### src/rtl/tbg_pkg.sv
package tbg_pkg;
    // Tile geometry fixed by the display format
    localparam int TILE_PX = 8;
    localparam int PH_W    = 3;

    typedef enum logic [1:0] {
        SLOT_NONE = 2'd0,
        SLOT_NAME = 2'd1,
        SLOT_PAT  = 2'd2,
        SLOT_COL  = 2'd3
    } fetch_slot_e;
endpackage

### src/rtl/tbg_addr_gen.sv
module tbg_addr_gen
    import tbg_pkg::*;
#(
    parameter int ADDR_W         = 14,
    parameter int H_TILES        = 32,
    parameter int BAND_TILE_ROWS = 8,
    parameter int LINE_W         = 8,
    parameter int TILE_W         = 5
) (
    input  fetch_slot_e         slot,
    input  logic [LINE_W-1:0]   line,
    input  logic [TILE_W-1:0]   tile,
    input  logic [7:0]          name,
    input  logic [3:0]          name_sel,
    input  logic                pat_hi,
    input  logic                col_hi,
    output logic [ADDR_W-1:0]   addr
);
    localparam int NAME_SHIFT = ADDR_W - 4;
    localparam int BAND_LINES = BAND_TILE_ROWS * TILE_PX;
    localparam logic [ADDR_W-1:0] BAND_SPAN = ADDR_W'(H_TILES * BAND_TILE_ROWS * TILE_PX);
    localparam logic [ADDR_W-1:0] HALF      = ADDR_W'(1) << (ADDR_W - 1);
    localparam logic [ADDR_W-1:0] ROW_SPAN  = ADDR_W'(H_TILES);
    localparam logic [LINE_W-1:0] BAND_DIV  = LINE_W'(BAND_LINES);

    logic [ADDR_W-1:0] name_base, tile_row, band_idx, fine_row, glyph_off, band_rel;

    always_comb begin
        name_base = ADDR_W'(name_sel) << NAME_SHIFT;
        tile_row  = ADDR_W'(line[LINE_W-1:PH_W]);
        band_idx  = ADDR_W'(line / BAND_DIV);
        fine_row  = ADDR_W'(line[PH_W-1:0]);
        glyph_off = ADDR_W'(name) << PH_W;
        band_rel  = band_idx * BAND_SPAN + glyph_off + fine_row;
        case (slot)
            SLOT_NAME: addr = name_base + tile_row * ROW_SPAN + ADDR_W'(tile);
            SLOT_PAT:  addr = (pat_hi ? HALF : '0) + band_rel;
            SLOT_COL:  addr = (col_hi ? HALF : '0) + band_rel;
            default:   addr = '0;
        endcase
    end
endmodule

### src/rtl/tbg_pixel_mux.sv
module tbg_pixel_mux (
    input  logic       bit_set,
    input  logic [7:0] color_byte,
    input  logic [3:0] backdrop,
    output logic [3:0] color
);
    logic [3:0] picked;
    always_comb begin
        picked = bit_set ? color_byte[7:4] : color_byte[3:0];
        color  = (picked == 4'd0) ? backdrop : picked;
    end
endmodule

### src/rtl/tbg_fetcher.sv
module tbg_fetcher
    import tbg_pkg::*;
#(
    parameter int ADDR_W         = 14,
    parameter int H_TILES        = 32,
    parameter int V_TILES        = 24,
    parameter int BAND_TILE_ROWS = 8
) (
    input  logic              clk,
    input  logic              rst_n,
    input  logic              start,
    input  logic [3:0]        cfg_name_sel,
    input  logic [7:0]        cfg_color_sel,
    input  logic [7:0]        cfg_pattern_sel,
    input  logic [3:0]        cfg_backdrop,
    output logic              vram_rd,
    output logic [ADDR_W-1:0] vram_addr,
    input  logic [7:0]        vram_data,
    output logic              pix_valid,
    output logic [3:0]        pix_color
);
    localparam int LINES    = V_TILES * TILE_PX;
    localparam int COLS     = (H_TILES + 1) * TILE_PX;
    localparam int LINE_W   = $clog2(LINES);
    localparam int COL_W    = $clog2(COLS);
    localparam int FT_W     = COL_W - PH_W;
    localparam int TILE_W   = $clog2(H_TILES);
    localparam logic [COL_W-1:0]  COL_LAST  = COL_W'(COLS - 1);
    localparam logic [COL_W-1:0]  LEAD      = COL_W'(TILE_PX);
    localparam logic [COL_W-1:0]  X_LAST    = COL_W'(H_TILES * TILE_PX - 1);
    localparam logic [LINE_W-1:0] LINE_LAST = LINE_W'(LINES - 1);
    localparam logic [FT_W-1:0]   FT_END    = FT_W'(H_TILES);

    typedef struct packed {
        logic              busy;
        logic [LINE_W-1:0] line;
        logic [COL_W-1:0]  col;
        logic [7:0]        name;
        logic [7:0]        pat;
        logic [7:0]        colr;
        logic [7:0]        shf;
        logic [7:0]        shc;
    } state_t;

    state_t q, d;
    fetch_slot_e slot;
    logic [PH_W-1:0] phase;
    logic [FT_W-1:0] ftile;
    logic [COL_W-1:0] out_x;

    always_comb begin
        d     = q;
        slot  = SLOT_NONE;
        phase = q.col[PH_W-1:0];
        ftile = q.col[COL_W-1:PH_W];
        if (q.busy) begin
            if (ftile < FT_END) begin
                case (phase)
                    3'd0:    slot = SLOT_NAME;
                    3'd2:    slot = SLOT_PAT;
                    3'd4:    slot = SLOT_COL;
                    default: slot = SLOT_NONE;
                endcase
            end
            case (phase)
                3'd1:    d.name = vram_data;
                3'd3:    d.pat  = vram_data;
                3'd5:    d.colr = vram_data;
                default: ;
            endcase
            if (phase == 3'd7) begin
                d.shf = q.pat;
                d.shc = q.colr;
            end else begin
                d.shf = {q.shf[6:0], 1'b0};
            end
            if (q.col == COL_LAST) begin
                d.col = '0;
                if (q.line == LINE_LAST) d.busy = 1'b0;
                else                     d.line = q.line + 1'b1;
            end else begin
                d.col = q.col + 1'b1;
            end
        end else if (start) begin
            d.busy = 1'b1;
            d.col  = '0;
            d.line = '0;
        end
    end

    always_ff @(posedge clk or negedge rst_n) begin
        if (!rst_n) q <= '0;
        else        q <= d;
    end

    assign vram_rd   = (slot != SLOT_NONE);
    assign pix_valid = q.busy && (q.col >= LEAD);
    assign out_x     = q.col - LEAD;

    tbg_addr_gen #(
        .ADDR_W(ADDR_W), .H_TILES(H_TILES), .BAND_TILE_ROWS(BAND_TILE_ROWS),
        .LINE_W(LINE_W), .TILE_W(TILE_W)
    ) addr_i (
        .slot(slot), .line(q.line), .tile(ftile[TILE_W-1:0]), .name(q.name),
        .name_sel(cfg_name_sel), .pat_hi(cfg_pattern_sel[2]),
        .col_hi(cfg_color_sel[7]), .addr(vram_addr)
    );

    tbg_pixel_mux mux_i (
        .bit_set(q.shf[7]), .color_byte(q.shc),
        .backdrop(cfg_backdrop), .color(pix_color)
    );

    assert_idle_quiet_R1: assert property (@(posedge clk) disable iff (!rst_n)
        !q.busy |-> (!vram_rd && !pix_valid));

    assert_line_end_R2: assert property (@(posedge clk) disable iff (!rst_n)
        $fell(pix_valid) |-> ($past(out_x) == X_LAST));

    assert_backdrop_fill_R7: assert property (@(posedge clk) disable iff (!rst_n)
        (pix_valid && cfg_backdrop != 4'd0) |-> (pix_color != 4'd0));

    assert_read_spacing_R8: assert property (@(posedge clk) disable iff (!rst_n)
        vram_rd |=> !vram_rd);

    assert_start_ignored_R9: assert property (@(posedge clk) disable iff (!rst_n)
        (q.busy && start && q.col != COL_LAST) |=> $stable(q.line));
endmodule

### config.mk
export PLATFORM = sky130hd
export DESIGN_NAME = tbg_fetcher
export DESIGN_NICKNAME = d
export VERILOG_FILES = /design/src/rtl/tbg_pkg.sv /design/src/rtl/tbg_addr_gen.sv /design/src/rtl/tbg_pixel_mux.sv /design/src/rtl/tbg_fetcher.sv
export SDC_FILE = /design/constraint.sdc
export NUM_CORES = 1
export LEC_CHECK = 0
export ABC_AREA = 1
export BUFFER_PORTS_ARGS = -buffer_cell sky130_fd_sc_hd__buf_2
export CAP_MARGIN = 20
export CELL_PAD_IN_SITES_DETAIL_PLACEMENT = 0
export CELL_PAD_IN_SITES_GLOBAL_PLACEMENT = 2
export CORE_MARGIN = 2
export CORE_UTILIZATION = 29
export CTS_CLUSTER_SIZE = 30
export DETAILED_ROUTE_END_ITERATION = 16
export GPL_TIMING_DRIVEN = 0
export PLACE_DENSITY = 0.84
export RECOVER_POWER = 100
export SLEW_MARGIN = 5
export SYNTH_ARGS = -nofsm -noshare
export SYNTH_HDL_FRONTEND = slang
export SYNTH_SLANG_ARGS = --single-unit
### constraint.sdc
create_clock -name clk -period 1.7 [get_ports clk]
set_input_delay 0.34 -clock clk [delete_from_list [all_inputs] [get_ports clk]]
set_output_delay 0.34 -clock clk [all_outputs]
set_load 0.1 [all_outputs]
Word-level counts from Yosys, hierarchy flattened

Cells that the tools add are included.

$add $sub $neg: 8
Order comparisons: 2
Equal/unequal tests: 13
Muxes and demuxes: 15
Reduce and logical (&&, ||, !) cells: 10

Operators by type and width:

| kind                  | number |
|---|---|
| $pmux W14 S3          | 1 |
| $mux W18              | 2 |
| $add A14 B14 Y14      | 2 |
| $mux W14              | 2 |
| $mux W9               | 2 |
| $mux W8               | 2 |
| $add A13 B11 Y14      | 1 |
| $add A14 B10 Y14      | 1 |
| $add A14 B3 Y14       | 1 |
| $add A14 B5 Y14       | 1 |
| $add A9 B1 Y9 const B | 1 |
| $eq A3 B3 Y1 const B  | 3 |
| $eq A9 B9 Y1 const B  | 1 |
| $ge A9 B4 Y1 const B  | 1 |
| $add A8 B1 Y8 const B | 1 |
| $eq A8 B8 Y1 const B  | 1 |
| $mux W4               | 2 |
| $reduce_and A2 Y1     | 4 |
| $eq A3 B2 Y1 const B  | 2 |
| $lt A6 B6 Y1 const B  | 1 |
| $pmux W2 S3           | 1 |
| $eq A2 B2 Y1 const B  | 2 |
| $logic_not A4 Y1      | 1 |
| $mux W2               | 2 |
| 9 further kinds       | 10 |

Bits in registers: 58
Input bits: 35
Output and inout bits: 20
Logic and storage cells: 56

Depth between registers and ports, before layout

Depth after elaboration: 6
Mapped depth: 9
Mapped depth without buffers: 9

Cells and area by module

From an unflattened synthesis, not the netlist that was laid out.

Cells, all modules: 370
Area total of the unflattened synthesis: 2,985.4 sq um

By module, submodules not included:

| module        | times used | cells each | area each (sq um) | sequential area each (sq um) |
|---|---|---|---|---|
| tbg_fetcher   | 1          | 292        | 2,646.3           | 1,451.4 |
| tbg_addr_gen  | 1          | 51         | 220.2             | 0.0 |
| tbg_pixel_mux | 1          | 27         | 118.9             | 0.0 |

Least setup slack after synthesis

No wires, ideal clock.

Kind: flip-flop to output port
Start point: reg q, in the netlist phase[0]
End point: out vram_addr[11]
Data arrival time: 3,065 ps
Data required time: 1,360 ps
Path slack: -1,705 ps
Stages on the path, launching flop included: 7
Path buffers: 0
Cells stage by stage: dfrtp_1 -> inv_1 -> ha_1 -> nor2_1 -> nor2_2 -> inv_1 -> o21ai_0

Longest elaborated chain between the ends: 6
Elaborated cells on any way between the ends: 10
Those cells by class: eq/ne (5); mux (4); reduce/logical (1)

Ends and longest elaborated chain:

| what                                                | line               | text |
|---|---|---|
| start, declared                                     | tbg_fetcher.sv:45  | `state_t q, d;` |
| start signal, assigned                              | tbg_fetcher.sv:92  | `if (!rst_n) q <= '0;` |
| start signal, assigned                              | tbg_fetcher.sv:93  | `else q <= d;` |
| $eq A3 B3 Y1, or another cell as far along          | tbg_fetcher.sv:58  | `case (phase)` |
| $pmux W2 S3 *                                       | tbg_fetcher.sv:58  |  |
| $mux W2 *                                           | tbg_fetcher.sv:57  | `if (ftile < FT_END) begin` |
| $mux W2 *                                           | tbg_fetcher.sv:56  | `if (q.busy) begin` |
| $eq A2 B2 Y1 / $eq A2 B1 Y1 (equally long branches) | tbg_addr_gen.sv:35 | `case (slot)` |
| $pmux W14 S3 *                                      | tbg_addr_gen.sv:35 |  |
| end, declared                                       | tbg_fetcher.sv:17  | `output logic [ADDR_W-1:0] vram_addr,` |

Every way passes the cells marked *; elsewhere a longest branch is shown, timed or not.

Final worst setup path

Start point: reg q, in the netlist phase[1]
End point: out vram_addr[6]

The elaborated chain is that of the path after synthesis.

==> flow_summary.ini <==
[detailed_routing]
detail_route.wl_per_cell_um = 13.8
detail_route.wirelength_mm = 7.68
num_vias = 2605
drt.antenna.violating_nets = 0
drt-initial-drc-count = 94
drt_first_pass_iters = 4
drc = 0
detail_route.vias_per_cell = 4.67

[timing]
slew_headroom_pct = 2.55
fin_setup_tns_ps = -7570
rsz0062_at_grt = true
final_critical_path_setup_slack_ps = -453
max_slew.worst_pin.slew_ps = 1460
finalCritPeriodShare_pct = 127
timing.final.crit_period_ps = 2150
report.final.hold_viol_count = 0
clock_skew_ps = 8.74
maxClockFrequency_mhz = 464
timing.final.setup_violations = 20
fin_hold_ws_ps = 310
final_max_tran_viols = 0

[die]
initial_standard_cell_utilization_of_the_core_pct = 29.7
io_pins = 55
site_row_count = 36
fp.dieArea_sq_um = 10800
die_height_um = 104
die_w_um = 104
design.core.area_sq_um = 9730

[final_layout]
num-fill-cells = 917
design.final.nets = 462
flow.area_growth_from_synthesis_pct = 53.1
register_area_sq_um = 1460
multi_input_comb_area_sq_um = 1650
diodes = 0
utilization_pct = 45.5
drive_above_1_share_pct = 37.4

[synth]
syn_nets = 392
top_cells_by_area_synth = sky130_fd_sc_hd__dfrtp_1 50%, sky130_fd_sc_hd__nand2_1 12%, sky130_fd_sc_hd__o21ai_0 7.8%, sky130_fd_sc_hd__inv_1 5.8%, sky130_fd_sc_hd__nand3_1 4.0%
leading_post_synthesis_cells_by_instance_count = 95 x sky130_fd_sc_hd__nand2_1, 58 x sky130_fd_sc_hd__dfrtp_1, 45 x sky130_fd_sc_hd__inv_1, 45 x sky130_fd_sc_hd__o21ai_0, 23 x sky130_fd_sc_hd__nand3_1
synth_top_area_share_pct = 50.2
ys_seq_area_share_pct = 50.2
synth.ff_latch_count = 58
synth_enable_flop_cells = 0
yosys_most_used_dff = sky130_fd_sc_hd__dfrtp_1
synthArstFlopShare_pct = 100
synth_most_common_cell = sky130_fd_sc_hd__nand2_1
netlist.top_cell.by_area = sky130_fd_sc_hd__dfrtp_1
netlist_area_sq_um = 2890
yosysWarningCount = 0
synth_cell_types = 27
mean_instance_size_in_the_synthesized_netlist_sq_um = 8.27
postSynthCellCount = 350

[global_route]
gr-usage-all-layers_pct = 14.8
grt_pass1_wl_mm = 12.8
grt_max_degree = 59
first_global_vias = 2578
grt_antenna_before_repair = 0
gr-total-overflow = 0

[setup_path]
critical-path-top-cell-by-count = sky130_fd_sc_hd__o21ai_4
crit_type = flip-flop to output port
crit-reg2reg-launch = phase[1]
worstReg2RegEnd = q[51]
critical_path.cell_chain = inv_2 -> ha_4 -> o21ai_4 -> nor2_4 -> buf_8 -> nand2_4 -> o21ai_4 -> buf_12
critical_path.max_stage_delay_ps = 430
timing.critical_path.slowest_stage_cell = sky130_fd_sc_hd__dfrtp_1
cp_top_family = buffers and inverters
critPathRequiredTime_ps = 1360
rrSetupSlack_ps = 120
critical_path.endpoint = vram_addr[6]
timing.critical_path.depth = 8
cp_data_arrival_time_ps = 1810
critical_path.startpoint_type = flip-flop
end_kind = output port
path_max_fanout = 5
critPathLaunch = phase[1]
cp_num_buf_inv = 3
worst_r2r_path_cells = 7

[clock_tree]
htree_levels = 3
clkLatencyLatePin_ps = 340
maximum_buffer_depth_of_the_clock_tree = 2
cts_made_buffers = 9
clockRootBuffer = sky130_fd_sc_hd__clkbuf_8
hold_buffers = 0
tritoncts_clock_tree = built
worst_setup_hold_path_clk_slew_ps = 70
tritoncts_num_sinks = 58

[placed_design]
dp_worst_setup_slack_ps = -467
buffer_ports.inserted = 40
hpwl_after_dpl_mm = 5.28
gp_congestion = 0.766

[hold_path]
hold_path_depth = 3
holdCritStartpoint = start
timing.hold.worst.class = input pin to flip-flop

[outcome]
violations_in_the_final_reports = setup timing
run_status = finished with violations

[run]
cap_violations = 0
## what timing repair did
action	CTS	global route
resized for setup	121	18
pin swaps	10	4
setup endpoints to repair	44	65
gates cloned	1	0
buffers inserted	18	5
## logic make-up (layout without fill, tap and decap cells)
kind of cell	Yosys count	count (layout)	synth area share, %
flops	58	58	50.2
xor+xnor	5	5	1.51
fa+ha+maj	7	7	3.03
simple gates	141	141	21.1
mux	8	8	3.11
compound gates	76	76	13.5
buf+inv	55	130	7.53
## state kept, by name (all words and copies together), names as in the netlist
register  cells
q            49
ftile         6
phase         3
## worst min-delay path, stage by stage
cell and delay (ps):
sky130_fd_sc_hd__buf_2 90, sky130_fd_sc_hd__nor2_2 70, sky130_fd_sc_hd__a21oi_1 110
## placed cells by master (no fill, tap or decap), drive strengths merged
master and count:
or2 1, o22ai 4, ha 7, clkinv 1
bufinv 3, nor2 14, a21oi 15, nor3 1
clkbuf 15, dfrtp 58, nand3 24, mux2 8
clkinvlp 1, nand4 3, xor2 5, o211ai 1
inv 47, buf 63, o21ai 56, nand2 98
## how the worst min path moves through the flow
stage / end / slack (ps)
after floorplan: ftile[0] / 40
after global placement: q[23] / 470
after detailed placement: q[13] / 470
after CTS: q[13] / 100
after global routing: phase[0] / 330
final: q[57] / 310
## area by class of cell
| type | instances | area share, % |
|---|---|---|
| Timing Repair Buffer | 61 | 15.0 |
| Buffer | 5 | 1.07 |
| Multi-Input combinational cell | 237 | 37.2 |
| Clock inverter | 4 | 2.20 |
| Clock buffer | 12 | 3.50 |
| Sequential cell | 58 | 32.9 |
| Inverter | 48 | 4.29 |
| Tap cell | 133 | 3.76 |
## metal layers
metal | share of wire, % | wire (um) | global-route usage [%] | vias up
met5 | 0 | 0 | 0 | -
met4 | 1.3 | 102 | 5.60 | 0
li1 | - | - | - | 1279
met3 | 2.9 | 222 | 2.94 | 8
met1 | 47 | 3590 | 19.2 | 1274
met2 | 49 | 3770 | 24.6 | 44
## stage by stage
step | cells | cell area (sq um)
2_1_floorplan | 350 | 3160
4_1_cts | 554 | 4340
5_1_grt | 558 | 4430
6_report | 558 | 4430
3_5_place_dp | 523 | 3530
3_3_place_gp | 523 | 3530
Power is left out: the tool's default activity adds up to more than one toggle a clock period on the data nets, which glitch-free logic cannot reach.
